[src/rtl/lib_pkg.sv]
package lib_pkg;
    parameter int LIB_CH     = 8;
    parameter int LIB_WIN_W  = 12;
    parameter int LIB_BUS_W  = 32;
    parameter int LIB_ADDR_W = 8;
    parameter int LIB_SYNC_N = 2;

    // Register byte offsets
    localparam int OFS_LEVEL  = 'h00;
    localparam int OFS_SMPEN  = 'h04;
    localparam int OFS_POL    = 'h14;
    localparam int OFS_IE     = 'h18;
    localparam int OFS_RAW    = 'h1C;
    localparam int OFS_MASKED = 'h20;
    localparam int OFS_CLR    = 'h24;
    localparam int OFS_ARM    = 'h28;
    localparam int OFS_WIN    = 'h40;
    localparam int WIN_STRIDE = 4;

    typedef struct packed {
        logic [LIB_CH-1:0] smp_en;
        logic [LIB_CH-1:0] pol;
        logic [LIB_CH-1:0] ie;
    } lib_ctrl_t;

    function automatic int win_offset(input int ch);
        return OFS_WIN + WIN_STRIDE * ch;
    endfunction
endpackage

[src/rtl/lib_sync.sv]
module lib_sync #(
    parameter int W      = 8,
    parameter int STAGES = 2
) (
    input  logic         clk_i,
    input  logic         rst_i,
    input  logic [W-1:0] d_i,
    output logic [W-1:0] q_o
);
    logic [STAGES-1:0][W-1:0] stg_q;

    always_ff @(posedge clk_i) begin
        if (rst_i) stg_q <= '0;
        else       stg_q <= {stg_q[STAGES-2:0], d_i};
    end

    assign q_o = stg_q[STAGES-1];
endmodule

[src/rtl/lib_debounce.sv]
module lib_debounce #(
    parameter int WIN_W = 12
) (
    input  logic             clk_i,
    input  logic             rst_i,
    input  logic             tick_i,
    input  logic             en_i,
    input  logic             smp_i,
    input  logic [WIN_W-1:0] win_i,
    output logic             level_o
);
    logic [WIN_W-1:0] cnt_q;
    logic [WIN_W-1:0] lim;
    logic [WIN_W:0]   cnt_nxt;

    assign lim     = (win_i == '0) ? WIN_W'(1) : win_i;
    assign cnt_nxt = {1'b0, cnt_q} + 1'b1;

    always_ff @(posedge clk_i) begin
        if (rst_i) begin
            cnt_q   <= '0;
            level_o <= 1'b0;
        end else if (!en_i) begin
            cnt_q <= '0;
        end else if (tick_i) begin
            if (smp_i == level_o) begin
                cnt_q <= '0;
            end else if (cnt_nxt >= {1'b0, lim}) begin
                level_o <= smp_i;
                cnt_q   <= '0;
            end else begin
                cnt_q <= cnt_nxt[WIN_W-1:0];
            end
        end
    end


    level_moves_on_tick_chk: assert property (@(posedge clk_i) disable iff (rst_i)
        !$stable(level_o) |-> $past(tick_i && en_i));


    idle_count_zero_chk: assert property (@(posedge clk_i) disable iff (rst_i)
        $past(!en_i) |-> (cnt_q == '0));
endmodule

[src/rtl/lib_irq_status.sv]
module lib_irq_status #(
    parameter int N = 8
) (
    input  logic         clk_i,
    input  logic         rst_i,
    input  logic [N-1:0] level_i,
    input  logic [N-1:0] pol_i,
    input  logic [N-1:0] ie_i,
    input  logic         arm_we_i,
    input  logic [N-1:0] arm_wd_i,
    input  logic         clr_we_i,
    input  logic [N-1:0] clr_wd_i,
    output logic [N-1:0] raw_o,
    output logic [N-1:0] arm_o,
    output logic         irq_o
);
    logic [N-1:0] fire;
    logic [N-1:0] clr_mask;

    assign fire     = arm_o & ~(level_i ^ pol_i);
    assign clr_mask = clr_we_i ? clr_wd_i : '0;

    always_ff @(posedge clk_i) begin
        if (rst_i) begin
            raw_o <= '0;
            arm_o <= '0;
        end else begin
            arm_o <= (arm_we_i ? arm_wd_i : arm_o) & ~fire;
            raw_o <= (raw_o & ~clr_mask) | fire;
        end
    end

    assign irq_o = |(raw_o & ie_i);


    irq_needs_raw_chk: assert property (@(posedge clk_i) disable iff (rst_i)
        (raw_o == '0) |-> !irq_o);

    for (genvar i = 0; i < N; i++) begin : g_chk

        raw_needs_arm_chk: assert property (@(posedge clk_i) disable iff (rst_i)
            $rose(raw_o[i]) |-> $past(arm_o[i]));

        arm_drops_chk: assert property (@(posedge clk_i) disable iff (rst_i)
            $rose(raw_o[i]) |-> !arm_o[i]);

        clear_takes_chk: assert property (@(posedge clk_i) disable iff (rst_i)
            $past(clr_we_i && clr_wd_i[i] && !fire[i]) |-> !raw_o[i]);
    end
endmodule

[src/rtl/lib_bank.sv]
module lib_bank #(
    parameter int NUM_CH = lib_pkg::LIB_CH,
    parameter int WIN_W  = lib_pkg::LIB_WIN_W,
    parameter int BUS_W  = lib_pkg::LIB_BUS_W,
    parameter int ADDR_W = lib_pkg::LIB_ADDR_W,
    parameter int SYNC_N = lib_pkg::LIB_SYNC_N
) (
    input  logic              clk_i,
    input  logic              rst_i,
    input  logic              tick_i,
    input  logic [NUM_CH-1:0] pin_i,
    input  logic [ADDR_W-1:0] reg_addr_i,
    input  logic              reg_we_i,
    input  logic [BUS_W-1:0]  reg_wdata_i,
    output logic [BUS_W-1:0]  reg_rdata_o,
    output logic              irq_o
);
    import lib_pkg::*;

    logic [NUM_CH-1:0]            smp_en_q, pol_q, ie_q;
    logic [NUM_CH-1:0][WIN_W-1:0] win_q;
    logic [NUM_CH-1:0]            pin_s, level, raw, arm, win_hit;
    logic                         arm_we, clr_we;
    logic                         unused_wdata;

    assign unused_wdata = ^reg_wdata_i[BUS_W-1:WIN_W];

    for (genvar c = 0; c < NUM_CH; c++) begin : g_hit
        assign win_hit[c] = (reg_addr_i == ADDR_W'(win_offset(c)));
    end

    // Control registers
    always_ff @(posedge clk_i) begin
        if (rst_i) begin
            smp_en_q <= '0;
            pol_q    <= '0;
            ie_q     <= '0;
            win_q    <= {NUM_CH{WIN_W'(1)}};
        end else if (reg_we_i) begin
            case (reg_addr_i)
                ADDR_W'(OFS_SMPEN): smp_en_q <= reg_wdata_i[NUM_CH-1:0];
                ADDR_W'(OFS_POL):   pol_q    <= reg_wdata_i[NUM_CH-1:0];
                ADDR_W'(OFS_IE):    ie_q     <= reg_wdata_i[NUM_CH-1:0];
                default: begin
                    for (int c = 0; c < NUM_CH; c++) begin
                        if (win_hit[c]) win_q[c] <= reg_wdata_i[WIN_W-1:0];
                    end
                end
            endcase
        end
    end

    assign arm_we = reg_we_i && (reg_addr_i == ADDR_W'(OFS_ARM));
    assign clr_we = reg_we_i && (reg_addr_i == ADDR_W'(OFS_CLR));

    lib_sync #(.W(NUM_CH), .STAGES(SYNC_N)) u_sync (
        .clk_i (clk_i),
        .rst_i (rst_i),
        .d_i   (pin_i),
        .q_o   (pin_s)
    );

    for (genvar c = 0; c < NUM_CH; c++) begin : g_ch
        lib_debounce #(.WIN_W(WIN_W)) u_dbn (
            .clk_i   (clk_i),
            .rst_i   (rst_i),
            .tick_i  (tick_i),
            .en_i    (smp_en_q[c]),
            .smp_i   (pin_s[c]),
            .win_i   (win_q[c]),
            .level_o (level[c])
        );
    end

    lib_irq_status #(.N(NUM_CH)) u_stat (
        .clk_i    (clk_i),
        .rst_i    (rst_i),
        .level_i  (level),
        .pol_i    (pol_q),
        .ie_i     (ie_q),
        .arm_we_i (arm_we),
        .arm_wd_i (reg_wdata_i[NUM_CH-1:0]),
        .clr_we_i (clr_we),
        .clr_wd_i (reg_wdata_i[NUM_CH-1:0]),
        .raw_o    (raw),
        .arm_o    (arm),
        .irq_o    (irq_o)
    );

    // Read mux
    always_comb begin
        reg_rdata_o = '0;
        case (reg_addr_i)
            ADDR_W'(OFS_LEVEL):  reg_rdata_o = BUS_W'(level);
            ADDR_W'(OFS_SMPEN):  reg_rdata_o = BUS_W'(smp_en_q);
            ADDR_W'(OFS_POL):    reg_rdata_o = BUS_W'(pol_q);
            ADDR_W'(OFS_IE):     reg_rdata_o = BUS_W'(ie_q);
            ADDR_W'(OFS_RAW):    reg_rdata_o = BUS_W'(raw);
            ADDR_W'(OFS_MASKED): reg_rdata_o = BUS_W'(raw & ie_q);
            ADDR_W'(OFS_ARM):    reg_rdata_o = BUS_W'(arm);
            default: begin
                for (int c = 0; c < NUM_CH; c++) begin
                    if (win_hit[c]) reg_rdata_o = BUS_W'(win_q[c]);
                end
            end
        endcase
    end


    reset_quiet_chk: assert property (@(posedge clk_i)
        $past(rst_i) |-> !irq_o);
endmodule

[config.mk]
export PLATFORM = sky130hd
export DESIGN_NAME = lib_bank
export DESIGN_NICKNAME = d
export VERILOG_FILES = /design/src/rtl/lib_pkg.sv /design/src/rtl/lib_sync.sv /design/src/rtl/lib_debounce.sv /design/src/rtl/lib_irq_status.sv /design/src/rtl/lib_bank.sv
export SDC_FILE = /design/constraint.sdc
export NUM_CORES = 1
export LEC_CHECK = 0
export ABC_AREA = 1
export BUFFER_PORTS_ARGS = -buffer_cell sky130_fd_sc_hd__buf_2
export CORE_UTILIZATION = 30
export CTS_CLUSTER_DIAMETER = 60
export CTS_CLUSTER_SIZE = 12
export DETAILED_ROUTE_END_ITERATION = 12
export GPL_TIMING_DRIVEN = 1
export PLACE_DENSITY = 0.43
export SLEW_MARGIN = 20
export SYNTH_ARGS = -nofsm -noshare
export SYNTH_HDL_FRONTEND = slang
export SYNTH_SLANG_ARGS = --single-unit
export TNS_END_PERCENT = 30
[constraint.sdc]
create_clock -name clk_i -period 3.3 [get_ports clk_i]
set_clock_uncertainty 0.1 [all_clocks]
set_input_delay 0.33 -clock clk_i [delete_from_list [all_inputs] [get_ports clk_i]]
set_output_delay 0.33 -clock clk_i [all_outputs]
set_load 0.03 [all_outputs]
=== Yosys cells after proc, flatten, opt, wreduce, memory -nomap -nowiden ===
Cells that the tools add are included.

* Bits in registers: 256
* Word-level logic and storage cells: 172

* Add/sub/neg operators: 8
* $lt $le $gt $ge: 8
* Eq/ne operators: 23
* Muxes and demuxes: 35
* Bitwise operators: 27
* Reductions and logical operators: 40

{| class="wikitable"
|+ Operator list
! cell !! count
|-
| 2-to-1 mux 12 bit || 25
|-
| 2-to-1 mux 32 bit || 7
|-
| one-hot mux 32 bit (7 select lines) || 1
|-
| adder 12 x 1 -> 13 bit, second input constant || 8
|-
| greater-or-equal comparator 13 x 12 -> 1 bit || 8
|-
| zero test 12 bit || 8
|-
| equality test 8 x 7 -> 1 bit, second input constant || 8
|-
| AND 8 bit || 5
|-
| AND reduction 4 bit || 8
|-
| equality test 8 x 5 -> 1 bit, second input constant || 3
|-
| equality test 8 x 6 -> 1 bit, second input constant || 3
|-
| inverter 8 bit || 3
|-
| AND reduction 3 bit || 8
|-
| inverter 1 bit || 17
|-
| 2-to-1 mux 8 bit || 2
|-
| OR reduction 2 bit || 8
|-
| equality test 1 bit || 8
|-
| equality test 8 x 3 -> 1 bit, second input constant || 1
|-
| zero test 8 bit || 1
|-
| bitwise OR 8 bit || 1
|-
| OR reduction 8 bit || 1
|-
| bitwise XOR 8 bit || 1
|-
| AND reduction 2 bit || 3
|-
| OR reduction 3 bit || 1
|-
| logical AND 1 bit || 2
|}

=== Depth between registers and ports, before layout ===
* Word-level depth: 10
* Mapped depth: 17
* Mapped depth without buffers: 17

=== Modules after synthesis ===
Synthesis repeated with hierarchy kept, for this count alone.

* Cells, all modules: 2743
* Area total of the unflattened synthesis: 17216.5 um^2

{| class="wikitable"
|+ Modules (own cells, without submodules)
! module !! instances !! cells each !! area each (um^2) !! sequential area each (um^2)
|-
| lib_debounce at g_ch[1].u_dbn ... || 6 || 191 || 1203.7 || 260.2
|-
| lib_bank || 1 || 1042 || 6261.0 || 2402.3
|-
| lib_debounce at g_ch[0].u_dbn || 1 || 182 || 1196.1 || 260.2
|-
| lib_debounce at g_ch[7].u_dbn || 1 || 176 || 1169.9 || 260.2
|-
| lib_irq_status || 1 || 139 || 833.3 || 320.3
|-
| lib_sync || 1 || 58 || 534.3 || 320.3
|}

=== Worst setup path before layout ===
Ideal clock, no wire load.

* Kind: reg2reg
* Start point: reg g_ch[2].u_dbn.cnt_q[0]
* End point: reg g_ch[2].u_dbn.cnt_q[10]
* Arrival: 2393 ps
* Required time: 3130 ps
* Path slack: 737 ps
* Stages on the path, launching flop included: 17
* Buffers on the path: 1
* Path through: dfxtp_1 -> ha_1 -> nand2_1 -> nor2_1 -> nand2_1 -> nor2_1 -> nand2_1 -> xor2_1 -> ha_1 -> a21oi_1 -> o211ai_1 -> inv_1 -> nand2_1 -> nor2_1 -> buf_2 -> nand4_1 -> a21oi_1

* Longest elaborated chain between the ends: 4

{| class="wikitable"
|+ Ends and longest elaborated chain
! element !! RTL line !! source
|-
| start, declared || lib_debounce.sv:12 || <nowiki>logic [WIN_W-1:0] cnt_q;</nowiki>
|-
| start signal, assigned || lib_debounce.sv:32 || <nowiki>cnt_q <= cnt_nxt[WIN_W-1:0];</nowiki>
|-
| adder 12 x 1 -> 13 bit (*) || lib_debounce.sv:17 || <nowiki>assign cnt_nxt = {1'b0, cnt_q} + 1'b1;</nowiki>
|-
| greater-or-equal comparator 13 x 12 -> 1 bit || lib_debounce.sv:28 || <nowiki>end else if (cnt_nxt >= {1'b0, lim}) begin</nowiki>
|-
| 2-to-1 mux 12 bit (*) || lib_debounce.sv:28 ||
|-
| 2-to-1 mux 12 bit (*) || lib_debounce.sv:26 || <nowiki>if (smp_i == level_o) begin</nowiki>
|}

Every way passes the cells marked *; elsewhere a longest branch is shown, timed or not.
A chain may end at the register's enable or synchronous reset.

=== Worst setup path in the final report ===
Same ends and word-level chain as after synthesis.

==> flow_summary.ini <==
[power]
p_clk_share_pct = 53.7
switching_power_mw = 1.784
switching_share_pct = 24.11
power_leakage_nw = 7.058
p_int_mw = 5.614
pwr-share-comb_pct = 4.2
seq_power_share_pct = 42.0
ir_drop_mv = 0.5447
p_total_mw = 7.398
power-per-cell-area_mw_per_mm2 = 421.0

[floorplanning]
boundaryPins = 85
core_region_area_mm2 = 0.05027
start_util_pct = 30.48
die_w_um = 228.0
die_area_mm2 = 0.05199
rows = 82
die_y_um = 228.0

[run_status]
status = finished clean

[global_routing]
grt_pass1_wl_mm = 77.52
antenna_found_initial = 1
grt_max_degree = 66
overflow = 0
grt_pass1_vias = 13800
track_usage_pct = 18.80

[finish]
synthToLayoutAreaGrowth_pct = 14.66
antenna_cells = 0
final_cell_mix = nand2_1, a21oi_1, inv_1
fin_nets = 2422
layout_commonest_cell = nand2_1
layout-drive-gt1-share_pct = 7.158
stdcell_count = 2963

[clock_tree]
htree_num_levels = 2
cts_resized = 0
numCtsBuffers = 34
post_cts_buffers = 0
clk_path_buf_depth = 3
worstSkewPairLatency_ps = 550
cts_root_buffer = clkbuf_16
holdBufCountCts = 9
clkSinkCount = 256
path_clk_slew_ps = 60
cts_tree = built

[drt]
vias_per_cell = 4.917
routedWlPerCell_um = 16.67
antenna_left = 0
dr.first_iter.drc_count = 1078
drc = 0
dr.pass1.iters = 5
drt_wl_total_mm = 49.38
via_count = 14570

[sta]
fin_crit_sh_pct = 86.57
setup-violations-final = 0
fin_crit_ps = 2857
fin_setup_tns_ps = 0
hold_viol_final = 0
slew_violations = 0
rsz0062_at_grt = no
timing.fmax_mhz = 350.0
setup_ws_ps = 443.1
slew_headroom_pct = 40.83
tightest_slew_ps = 887.5

[setup_path]
r2r_cells = 16
rrSetupSlack_ps = 440
path_class = flip-flop to flip-flop
r2r-start = g_ch[2].u_dbn.cnt_q[0]$_SDFFE_PP0P_
critPathArrivalTime_ps = 3210
end_kind = flip-flop
worstPathRequired_ps = 3650
cp-start-kind = flip-flop
worstPathMaxFanout = 12
timing.rr.end = g_ch[2].u_dbn.cnt_q[10]$_SDFFE_PP0P_

[yosys]
yosys_register_bits = 256
syn_avg_cell_area_um2 = 6.909
yosys.cell_types.count = 33
yosysWarningCount = 0
syn_area_mm2 = 0.01532
syn_inst = 2218
ys_seq_area_share_pct = 33.44

[min_path]
worstHoldPathType = input port to flip-flop
hold_start = reg_we_i
holdPathEnd = pol_q[6]$_SDFFE_PP0P_
worstHoldPathCells = 3

[place]
dp_worst_setup_slack_ps = 438.9
finalWeightedCongestion = 0.8685
dp.cells = 2893
hpwl_mm = 36.43
io_buffers = 44

[run]
cap_violations = 0
==> layer usage <==
metal	vias up	GRT usage, %	part of all wire [%]
met5	-	0	0
met4	0	5.747	2.3
met3	60	2.513	4.6
met2	308	29.34	43
met1	6672	26.71	50
li1	7528	-	-
==> Yosys cell counts <==
cell,number,area (µm²)
buf_4,21,157.7
a21oi_1,292,1461
nand2_1,436,1637
o41ai_1,3,26.28
nor2_1,157,589.3
a22o_1,1,8.760
xor2_1,44,385.4
conb_1,1,3.750
ha_1,104,1301
nor2_2,2,12.51
nor2b_1,5,31.28
nand3b_1,8,60.06
nand3_1,83,415.4
nand4_1,167,1045
a41o_1,5,50.05
buf_1,6,22.52
nor2_4,1,11.26
inv_1,284,1066
inv_2,2,7.510
o21ai_0,151,755.7
a221oi_1,1,8.760
nor3_1,26,130.1
clkbuf_1,59,221.5
clkinv_1,1,3.750
nor4_1,9,56.30
xnor2_1,32,280.3
buf_6,8,90.09
nand3_2,1,10.01
nor3_4,1,16.27
buf_2,20,100.1
o211ai_1,30,225.2
dfxtp_1,256,5125
o2111ai_1,1,8.760
==> state kept, by name, indices dropped and copies added, names as in the netlist <==
signal	cells
g_ch.u_dbn.cnt_q	96
win_q	96
g_ch.u_dbn.level_o	8
ie_q	8
pol_q	8
smp_en_q	8
u_stat.arm_o	8
u_stat.raw_o	8
u_sync.q_o	8
u_sync.stg_q	8
==> power by group through the flow <==
stage	Sequential (mW)	Combinational (mW)	Clock, mW
global route	3.11	0.344	4.21
detailed placement	3.18	0.306	0
finish	3.11	0.313	3.98
floorplan	3.18	0.197	0
CTS	3.11	0.314	4.09
global placement	3.18	0.306	0
==> cell families after synthesis <==
kind of cell	Yosys count	share of synthesized area (%)
AO/OA/AOI/OAI	484	16.61
AND/OR/NAND/NOR	896	26.19
other	1	0.02447
XOR/XNOR	76	4.344
buffers and inverters	401	10.89
adder cells (fa/ha/maj)	104	8.492
flip-flops	256	33.44
==> worst max path at each step <==
stage                                   startpoint                                   end  slack [ps]  cells after the start
2_1_floorplan  g_ch[2].u_dbn.cnt_q[0]$_SDFFE_PP0P_  g_ch[2].u_dbn.cnt_q[10]$_SDFFE_PP0P_         740                     16
3_3_place_gp   g_ch[3].u_dbn.cnt_q[0]$_SDFFE_PP0P_   g_ch[3].u_dbn.cnt_q[3]$_SDFFE_PP0P_         470                     13
3_5_place_dp   g_ch[3].u_dbn.cnt_q[0]$_SDFFE_PP0P_   g_ch[3].u_dbn.cnt_q[6]$_SDFFE_PP0P_         440                     16
4_1_cts        g_ch[3].u_dbn.cnt_q[0]$_SDFFE_PP0P_   g_ch[3].u_dbn.cnt_q[6]$_SDFFE_PP0P_         420                     16
5_1_grt        g_ch[2].u_dbn.cnt_q[0]$_SDFFE_PP0P_   g_ch[2].u_dbn.cnt_q[0]$_SDFFE_PP0P_          20                     16
6_report       g_ch[2].u_dbn.cnt_q[0]$_SDFFE_PP0P_  g_ch[2].u_dbn.cnt_q[10]$_SDFFE_PP0P_         440                     16
==> critical path: stages, from the launching register on <==
cell	delay, ps
dfxtp_1	410
ha_1	230
nand2_1	70
nor2_1	290
nand2_1	90
nor2_1	140
nand2_1	80
xor2_1	160
ha_1	330
a21oi_1	130
o211ai_1	110
inv_1	70
nand2_1	40
nor2_1	80
buf_4	190
nand4_1	90
a21oi_1	140
==> through the flow <==
stage                     hold slack, ps  cell area [µm²]  util (%)
after floorplan                    288.3            15390         -
after global routing               106.5            17570     34.95
final                              107.1            17570     34.95
after detailed placement           301.1            16280     32.39
after global placement             291.3            16280     32.39
after CTS                          76.25            17570     34.95
==> final cells by class <==
cell class	count	area (µm²)
fill	5504	32700
timing repair buffer	107	728.2
clock buffer	44	982.2
tap	672	840.8
inverter	287	1079
clock inverter	17	215.2
sequential	256	5125
multi-input combinational	1580	8601
(Power assumes the default switching activity.)
